## src/rtl/am_pkg.sv

```systemverilog
package am_pkg;
  localparam int unsigned NUM_LANES  = 20;
  localparam int unsigned WORD_W     = 64;
  localparam int unsigned PER_W      = 16;
  localparam logic [PER_W-1:0] PERIOD_RST = 16'h3FFF;

  function automatic logic [WORD_W-1:0] default_marker(input int unsigned lane);
    case (lane)
      0:  default_marker = 64'hc16821003e97de00;
      1:  default_marker = 64'h9d718e00628e7100;
      2:  default_marker = 64'h594be800a6b41700;
      3:  default_marker = 64'h4d957b00b26a8400;
      4:  default_marker = 64'hf50709000af8f600;
      5:  default_marker = 64'hdd14c20022eb3d00;
      6:  default_marker = 64'h9a4a260065b5d900;
      7:  default_marker = 64'h7b45660084ba9900;
      8:  default_marker = 64'ha02476005fdb8900;
      9:  default_marker = 64'h68c9fb0097360400;
      10: default_marker = 64'hfd6c990002936600;
      11: default_marker = 64'hb9915500466eaa00;
      12: default_marker = 64'h5cb9b200a3464d00;
      13: default_marker = 64'h1af8bd00e5074200;
      14: default_marker = 64'h83c7ca007c383500;
      15: default_marker = 64'h3536cd00cac93200;
      16: default_marker = 64'hc4314c003bceb300;
      17: default_marker = 64'hadd6b70052294800;
      18: default_marker = 64'h5f662a00a099d500;
      19: default_marker = 64'hc0f0e5003f0f1a00;
      default: default_marker = 64'h0;
    endcase
  endfunction
endpackage

```

## src/rtl/am_lane_seq.sv

```systemverilog
module am_lane_seq #(
  parameter int unsigned LANES  = am_pkg::NUM_LANES,
  parameter int unsigned PER_W  = am_pkg::PER_W,
  localparam int unsigned LANE_W = $clog2(LANES)
) (
  input  logic              clk_i,
  input  logic              rst_ni,
  input  logic              fire_i,
  input  logic [PER_W-1:0]  period_m1_i,
  output logic              burst_o,
  output logic              cap_o,
  output logic [LANE_W-1:0] lane_o
);
  localparam logic [LANE_W-1:0] LAST_LANE = LANE_W'(LANES - 1);

  logic              burst_q;
  logic [LANE_W-1:0] lane_q;
  logic [PER_W-1:0]  rnd_q;
  logic [PER_W-1:0]  per_q;
  logic              last_lane;

  assign last_lane = (lane_q == LAST_LANE);
  assign cap_o     = burst_q && fire_i && last_lane;
  assign burst_o   = burst_q;
  assign lane_o    = lane_q;

  always_ff @(posedge clk_i or negedge rst_ni) begin
    if (!rst_ni) begin
      burst_q <= 1'b1;
      lane_q  <= '0;
      rnd_q   <= '0;
      per_q   <= am_pkg::PERIOD_RST;
    end else if (fire_i) begin
      if (burst_q) begin
        if (last_lane) begin
          // boundary: latch the next interval's period
          per_q   <= period_m1_i;
          lane_q  <= '0;
          rnd_q   <= '0;
          burst_q <= (period_m1_i == '0);
        end else begin
          lane_q <= lane_q + LANE_W'(1);
        end
      end else if (last_lane) begin
        lane_q <= '0;
        if (rnd_q == per_q - PER_W'(1)) begin
          rnd_q   <= '0;
          burst_q <= 1'b1;
        end else begin
          rnd_q <= rnd_q + PER_W'(1);
        end
      end else begin
        lane_q <= lane_q + LANE_W'(1);
      end
    end
  end

  p_lane_range_r2: assert property (@(posedge clk_i) disable iff (!rst_ni)
    lane_q <= LAST_LANE);
  p_burst_from_lane0_r2: assert property (@(posedge clk_i) disable iff (!rst_ni)
    $rose(burst_q) |-> lane_q == '0);
  p_no_move_on_stall_r6: assert property (@(posedge clk_i) disable iff (!rst_ni)
    !fire_i |=> $stable(lane_q) && $stable(burst_q) && $stable(rnd_q));
  p_period_hold_r7: assert property (@(posedge clk_i) disable iff (!rst_ni)
    !cap_o |=> $stable(per_q));
  p_zero_period_r8: assert property (@(posedge clk_i) disable iff (!rst_ni)
    cap_o && period_m1_i == '0 |=> burst_q && lane_q == '0);
endmodule

```

## src/rtl/am_marker_bank.sv

```systemverilog
module am_marker_bank #(
  parameter int unsigned LANES  = am_pkg::NUM_LANES,
  parameter int unsigned WORD_W = am_pkg::WORD_W,
  localparam int unsigned LANE_W = $clog2(LANES)
) (
  input  logic                    clk_i,
  input  logic                    rst_ni,
  input  logic                    cap_i,
  input  logic [LANES*WORD_W-1:0] markers_i,
  input  logic [LANE_W-1:0]       lane_i,
  output logic [WORD_W-1:0]       marker_o
);
  logic [WORD_W-1:0] act_q [LANES];

  for (genvar g = 0; g < LANES; g++) begin : g_lane
    always_ff @(posedge clk_i or negedge rst_ni) begin
      if (!rst_ni)    act_q[g] <= am_pkg::default_marker(g);
      else if (cap_i) act_q[g] <= markers_i[g*WORD_W +: WORD_W];
    end
    p_marker_hold_r7: assert property (@(posedge clk_i) disable iff (!rst_ni)
      !cap_i |=> $stable(act_q[g]));
  end

  always_comb begin
    marker_o = '0;
    for (int i = 0; i < LANES; i++)
      if (lane_i == LANE_W'(i)) marker_o = act_q[i];
  end
endmodule

```

## src/rtl/am_inserter.sv

```systemverilog
module am_inserter #(
  parameter int unsigned LANES  = am_pkg::NUM_LANES,
  parameter int unsigned WORD_W = am_pkg::WORD_W,
  parameter int unsigned PER_W  = am_pkg::PER_W,
  localparam int unsigned LANE_W = $clog2(LANES)
) (
  input  logic                    clk_i,
  input  logic                    rst_ni,
  input  logic [PER_W-1:0]        period_m1_i,
  input  logic [LANES*WORD_W-1:0] markers_i,
  input  logic                    in_valid_i,
  input  logic [WORD_W-1:0]       in_data_i,
  output logic                    in_ready_o,
  output logic                    out_valid_o,
  output logic [WORD_W-1:0]       out_data_o,
  input  logic                    out_ready_i
);
  logic              burst;
  logic              cap;
  logic              fire;
  logic [LANE_W-1:0] lane;
  logic [WORD_W-1:0] marker;

  assign out_valid_o = burst | in_valid_i;
  assign out_data_o  = burst ? marker : in_data_i;
  assign in_ready_o  = ~burst & out_ready_i;
  assign fire        = out_valid_o & out_ready_i;

  am_lane_seq #(.LANES(LANES), .PER_W(PER_W)) u_seq (
    .clk_i       (clk_i),
    .rst_ni      (rst_ni),
    .fire_i      (fire),
    .period_m1_i (period_m1_i),
    .burst_o     (burst),
    .cap_o       (cap),
    .lane_o      (lane)
  );

  am_marker_bank #(.LANES(LANES), .WORD_W(WORD_W)) u_bank (
    .clk_i     (clk_i),
    .rst_ni    (rst_ni),
    .cap_i     (cap),
    .markers_i (markers_i),
    .lane_i    (lane),
    .marker_o  (marker)
  );

  p_blocked_marker_held_r6: assert property (@(posedge clk_i) disable iff (!rst_ni)
    burst && !out_ready_i |=> out_valid_o && $stable(out_data_o));
  p_no_take_in_burst_r3: assert property (@(posedge clk_i) disable iff (!rst_ni)
    out_valid_o && out_data_o == marker && burst |-> !in_ready_o);
endmodule

```

## config.mk

```make
export PLATFORM = sky130hd
export DESIGN_NAME = am_inserter
export DESIGN_NICKNAME = d
export VERILOG_FILES = /design/src/rtl/am_pkg.sv /design/src/rtl/am_lane_seq.sv /design/src/rtl/am_marker_bank.sv /design/src/rtl/am_inserter.sv
export SDC_FILE = /design/constraint.sdc
export NUM_CORES = 2
export LEC_CHECK = 0
export BUFFER_PORTS_ARGS = -buffer_cell sky130_fd_sc_hd__buf_2
export CORE_AREA = 4 4 558 560
export DETAILED_ROUTE_END_ITERATION = 16
export DIE_AREA = 0 0 562 564
export PLACE_DENSITY = 0.44
export SLEW_MARGIN = 40
export SYNTH_ARGS = -nofsm -noshare
export SYNTH_HDL_FRONTEND = slang
export SYNTH_HIERARCHICAL = 1
export SYNTH_SLANG_ARGS = --single-unit
export TNS_END_PERCENT = 100
```

## constraint.sdc

```tcl
create_clock -name clk_i -period 6.1 [get_ports clk_i]
set_clock_uncertainty 0.1 [all_clocks]
set_input_delay 0.915 -clock clk_i [delete_from_list [all_inputs] [get_ports clk_i]]
set_output_delay 0.915 -clock clk_i [all_outputs]
set_load 0.01 [all_outputs]
```

==> results.yml <==
global_route:
  grt_max_degree: 148
  antenna_found_initial: 441
  grt.total_usage_pct: 24.16
  grt_first_pass_wirelength_mm: 514.5
  overflow: 0
  grt_pass1_vias: 52668
finish:
  syn2layout_area_growth_pct: 32.13
  design_area_um2: 82100
  fillers: 32347
  drive_gt1_share_pct: 60.82
  fin_nets: 7736
floorplan:
  die_w_um: 562
  rows: 203
  dieArea_um2: 317000
  coreArea_um2: 305800
  initial_core_util_pct: 20.32
  io_pins: 1430
  die_h_um: 564
pwr:
  peakVddDrop_mv: 0.2335
  leakagePower_nw: 37.81
  p_per_area_nw_per_um2: 332.5
synth:
  synth_edf_count: 0
  synthTopCellsByCount: "mux2_2 (1352), dfrtp_1 (823), dfstp_2 (495), a21oi_1 (388), clkbuf_1 (243)"
  synthTopCellsByArea: "dfrtp_1 (33%), mux2_2 (25%), dfstp_2 (21%)"
  synthesis.area_um2: 62130
  postSynth.asyncResetShare_pct: 100.0
  ys_types: 93
  syn-num-nets: 6279
  synth.avg_cell_area_um2: 12.65
  synth_top_area_share_pct: 33.15
  ys_seq_area_share_pct: 54.08
  synth_ff_type: "dfrtp_1"
  syn_inst: 4912
  ys_warn_count: 6
  synth_most_common_cell: "mux2_2"
  yosysTopAreaCell: "dfrtp_1"
  ys_ff_latch: 1318
critical_path:
  worstPathRequired_ns: 5.08
  r2r-start: "u_seq/lane_o[1]"
  cp_max_fo: 30
  end_kind: "output pin"
  reg2reg_depth: 12
  crit_arrival_ns: 5.11
  endpoint: "out_data_o[33]"
  slowest_delay_ns: 0.70
  worstSetupPathType: "flip-flop to output pin"
  path_cells: "or4_4, nor2_4, buf_4, a2bb2oi_1, o22ai_1, a21oi_2, o21ai_0, mux2_2, buf_2"
  r2r-end: "u_bank/act_q[137]"
  startpoint: "u_seq/lane_o[3]"
  ff2ff_setup_slack_ns: 1.21
  critPathLaunchType: "flip-flop"
  cp_slowest_cell: "or4_4"
cts:
  htreeDepth: 4
  numCtsBuffers: 172
  root_buffer: "clkbuf_16"
  clockBufferDepth: 4
  clock_latency_ns: 0.86
  clock-sinks: 1318
  cts_tree: "done"
  clk_pin_slew_ns: 0.07
drt:
  wl_per_cell_um: 37.00
  wl_met1_mm: 163.0
  vias: 51642
  drc_errors: 0
  routed.top_layer: "met5"
  drt_wl_total_mm: 398.5
  firstDrtPassIters: 7
  met2_length_mm: 179.7
  ant_nets: 0
  drtIter0Drc: 4816
  met3_wirelength_mm: 36.81
  vias_per_cell: 4.795
timing:
  finalSetupViolations: 1
  slew_violations: 0
  layout_min_cycle_time_ns: 6.122
  setup_ws_ns: -0.02246
  fin_tns_setup_ns: -0.02246
  relSlewSlack_pct: 39.57
  max_slew.worst_pin.slew_ns: 0.8951
  fmax_mhz: 163.3
  period_share_pct: 100.4
  hold_violations: 0
place:
  placedInstanceArea_um2: 75540
  finalWeightedCongestion: 0.9369
  io_buffer_count: 1429
  hpwlAfterDp_mm: 323.7
hold_path:
  hold_class: "input pin to flip-flop"
  hp-start: "markers_i[1050]"
outcome:
  violations: "negative setup slack"
  status: "complete, but fails checks"
flow_run:
  max_cap_violations: 0
## what timing repair did
action,in CTS,in global routing
cloned,2,0
endpoints found under the setup margin,20,3
endpoints found under the hold margin,36,0
hold buffers,1,0
pin swaps,3,0
buffers inserted,11,1
gates resized for setup,17,0
## where the power goes
part / internal (W) / total [W] / switching, W
sequential: 0.00917 / 0.00957 / 0.000402
clock: 0.00630 / 0.0107 / 0.00441
combinational: 0.00215 / 0.00701 / 0.00486
total: 0.0176 / 0.0273 / 0.00968
## worst max-delay path: cells and delay by family (launching register included)
kind / cells / cell delay [ns]
AOI/OAI and AO/OA: 4 / 1.61
and+or+nand+nor: 2 / 1.08
DFF: 1 / 0.68
buffers and inverters: 2 / 0.51
muxes: 1 / 0.33
## kinds of logic (layout without fill, tap and decap cells)
logic type	after synthesis	count (layout)	synth area share (%)
AO/OA/AOI/OAI	1128	1128	11.77
XOR/XNOR	18	18	0.2537
adder cells (fa/ha/maj)	3	3	0.06042
buffers and inverters	438	2037	3.113
flip-flops	1318	1318	54.08
multiplexers	1440	1440	26.28
other	0	156	0
AND/OR/NAND/NOR	567	569	4.448
## layer usage
metal	global-route usage, %	up-vias
met5	0	-
met3	8.107	946
met4	9.729	232
li1	-	21376
met1	30.49	26404
met2	37.89	2684
## state kept, by name (all words and copies together), names as in the netlist
register and flops:
u_seq/lane_o 5, u_seq/burst_o 1, u_seq/rnd_q 16, u_seq/per_q 16, u_bank/act_q 1280
## worst min path at each step
stage	endpoint	slack, ns	depth (start not counted)
floorplan	u_bank/act_q[1010]	0.37	2
global placement	u_bank/act_q[4]	0.38	1
detailed placement	u_bank/act_q[222]	0.39	1
CTS	u_bank/act_q[218]	0.06	2
global route	u_bank/act_q[218]	0.12	2
finish	u_bank/act_q[218]	0.16	2
## layout by cell type (no fill, tap or decap), types with 17 or more instances in the layout
master | Yosys | layout
buf_4 | 9 | 185
or3_1 | 18 | 17
a2bb2oi_1 | 33 | 31
a22o_1 | 18 | 18
o21bai_1 | 18 | 18
clkbuf_8 | 0 | 33
mux2i_1 | 52 | 49
clkbuf_1 | 243 | 46
nor4_2 | 1 | 23
a31oi_1 | 19 | 18
o32ai_1 | 32 | 32
nand3_1 | 36 | 36
buf_2 | 109 | 1428
o221ai_1 | 38 | 33
a21oi_1 | 388 | 383
dfstp_2 | 495 | 494
buf_12 | 0 | 45
dfrtp_1 | 823 | 818
inv_1 | 50 | 48
nand2_1 | 175 | 166
o21ai_0 | 191 | 177
o22ai_1 | 100 | 99
clkinv_2 | 0 | 28
a22oi_1 | 77 | 76
a221o_1 | 26 | 26
nor3_1 | 30 | 29
mux2_2 | 1352 | 1352
o2bb2ai_1 | 34 | 34
clkbuf_16 | 0 | 176
a222oi_1 | 31 | 31
nor2_1 | 173 | 164
diode_2 | 0 | 156
mux2_4 | 20 | 20
## area by class of cell
class / count / area [um^2] / area share (%)
antenna: 156 / 390.4 / 0.4755
clock buffer: 255 / 5031 / 6.128
clock inverter: 63 / 797.0 / 0.9708
inverter: 50 / 200.2 / 0.2438
multi-input combinational: 3158 / 27240 / 33.18
sequential: 1318 / 33620 / 40.95
tap: 4100 / 5130 / 6.248
timing repair buffer: 1669 / 9689 / 11.80
## stage by stage
step | util, % | setup slack, ns | std cells | total power (W) | hold slack, ns
final | 26.85 | -0.02246 | 10769 | 0.02729 | 0.1625
after global routing | 26.80 | -0.007835 | 10707 | 0.02829 | 0.1184
after CTS | 26.68 | 0.004794 | 10609 | 0.02763 | 0.06224
after detailed placement | 24.70 | 0.4173 | 10277 | 0.01666 | 0.3919
after global placement | 24.57 | 0.3926 | 10266 | 0.01652 | 0.3840
after floorplan | - | 2.610 | 4912 | 0.01221 | 0.3689
Power figures use the tool's default switching activity.
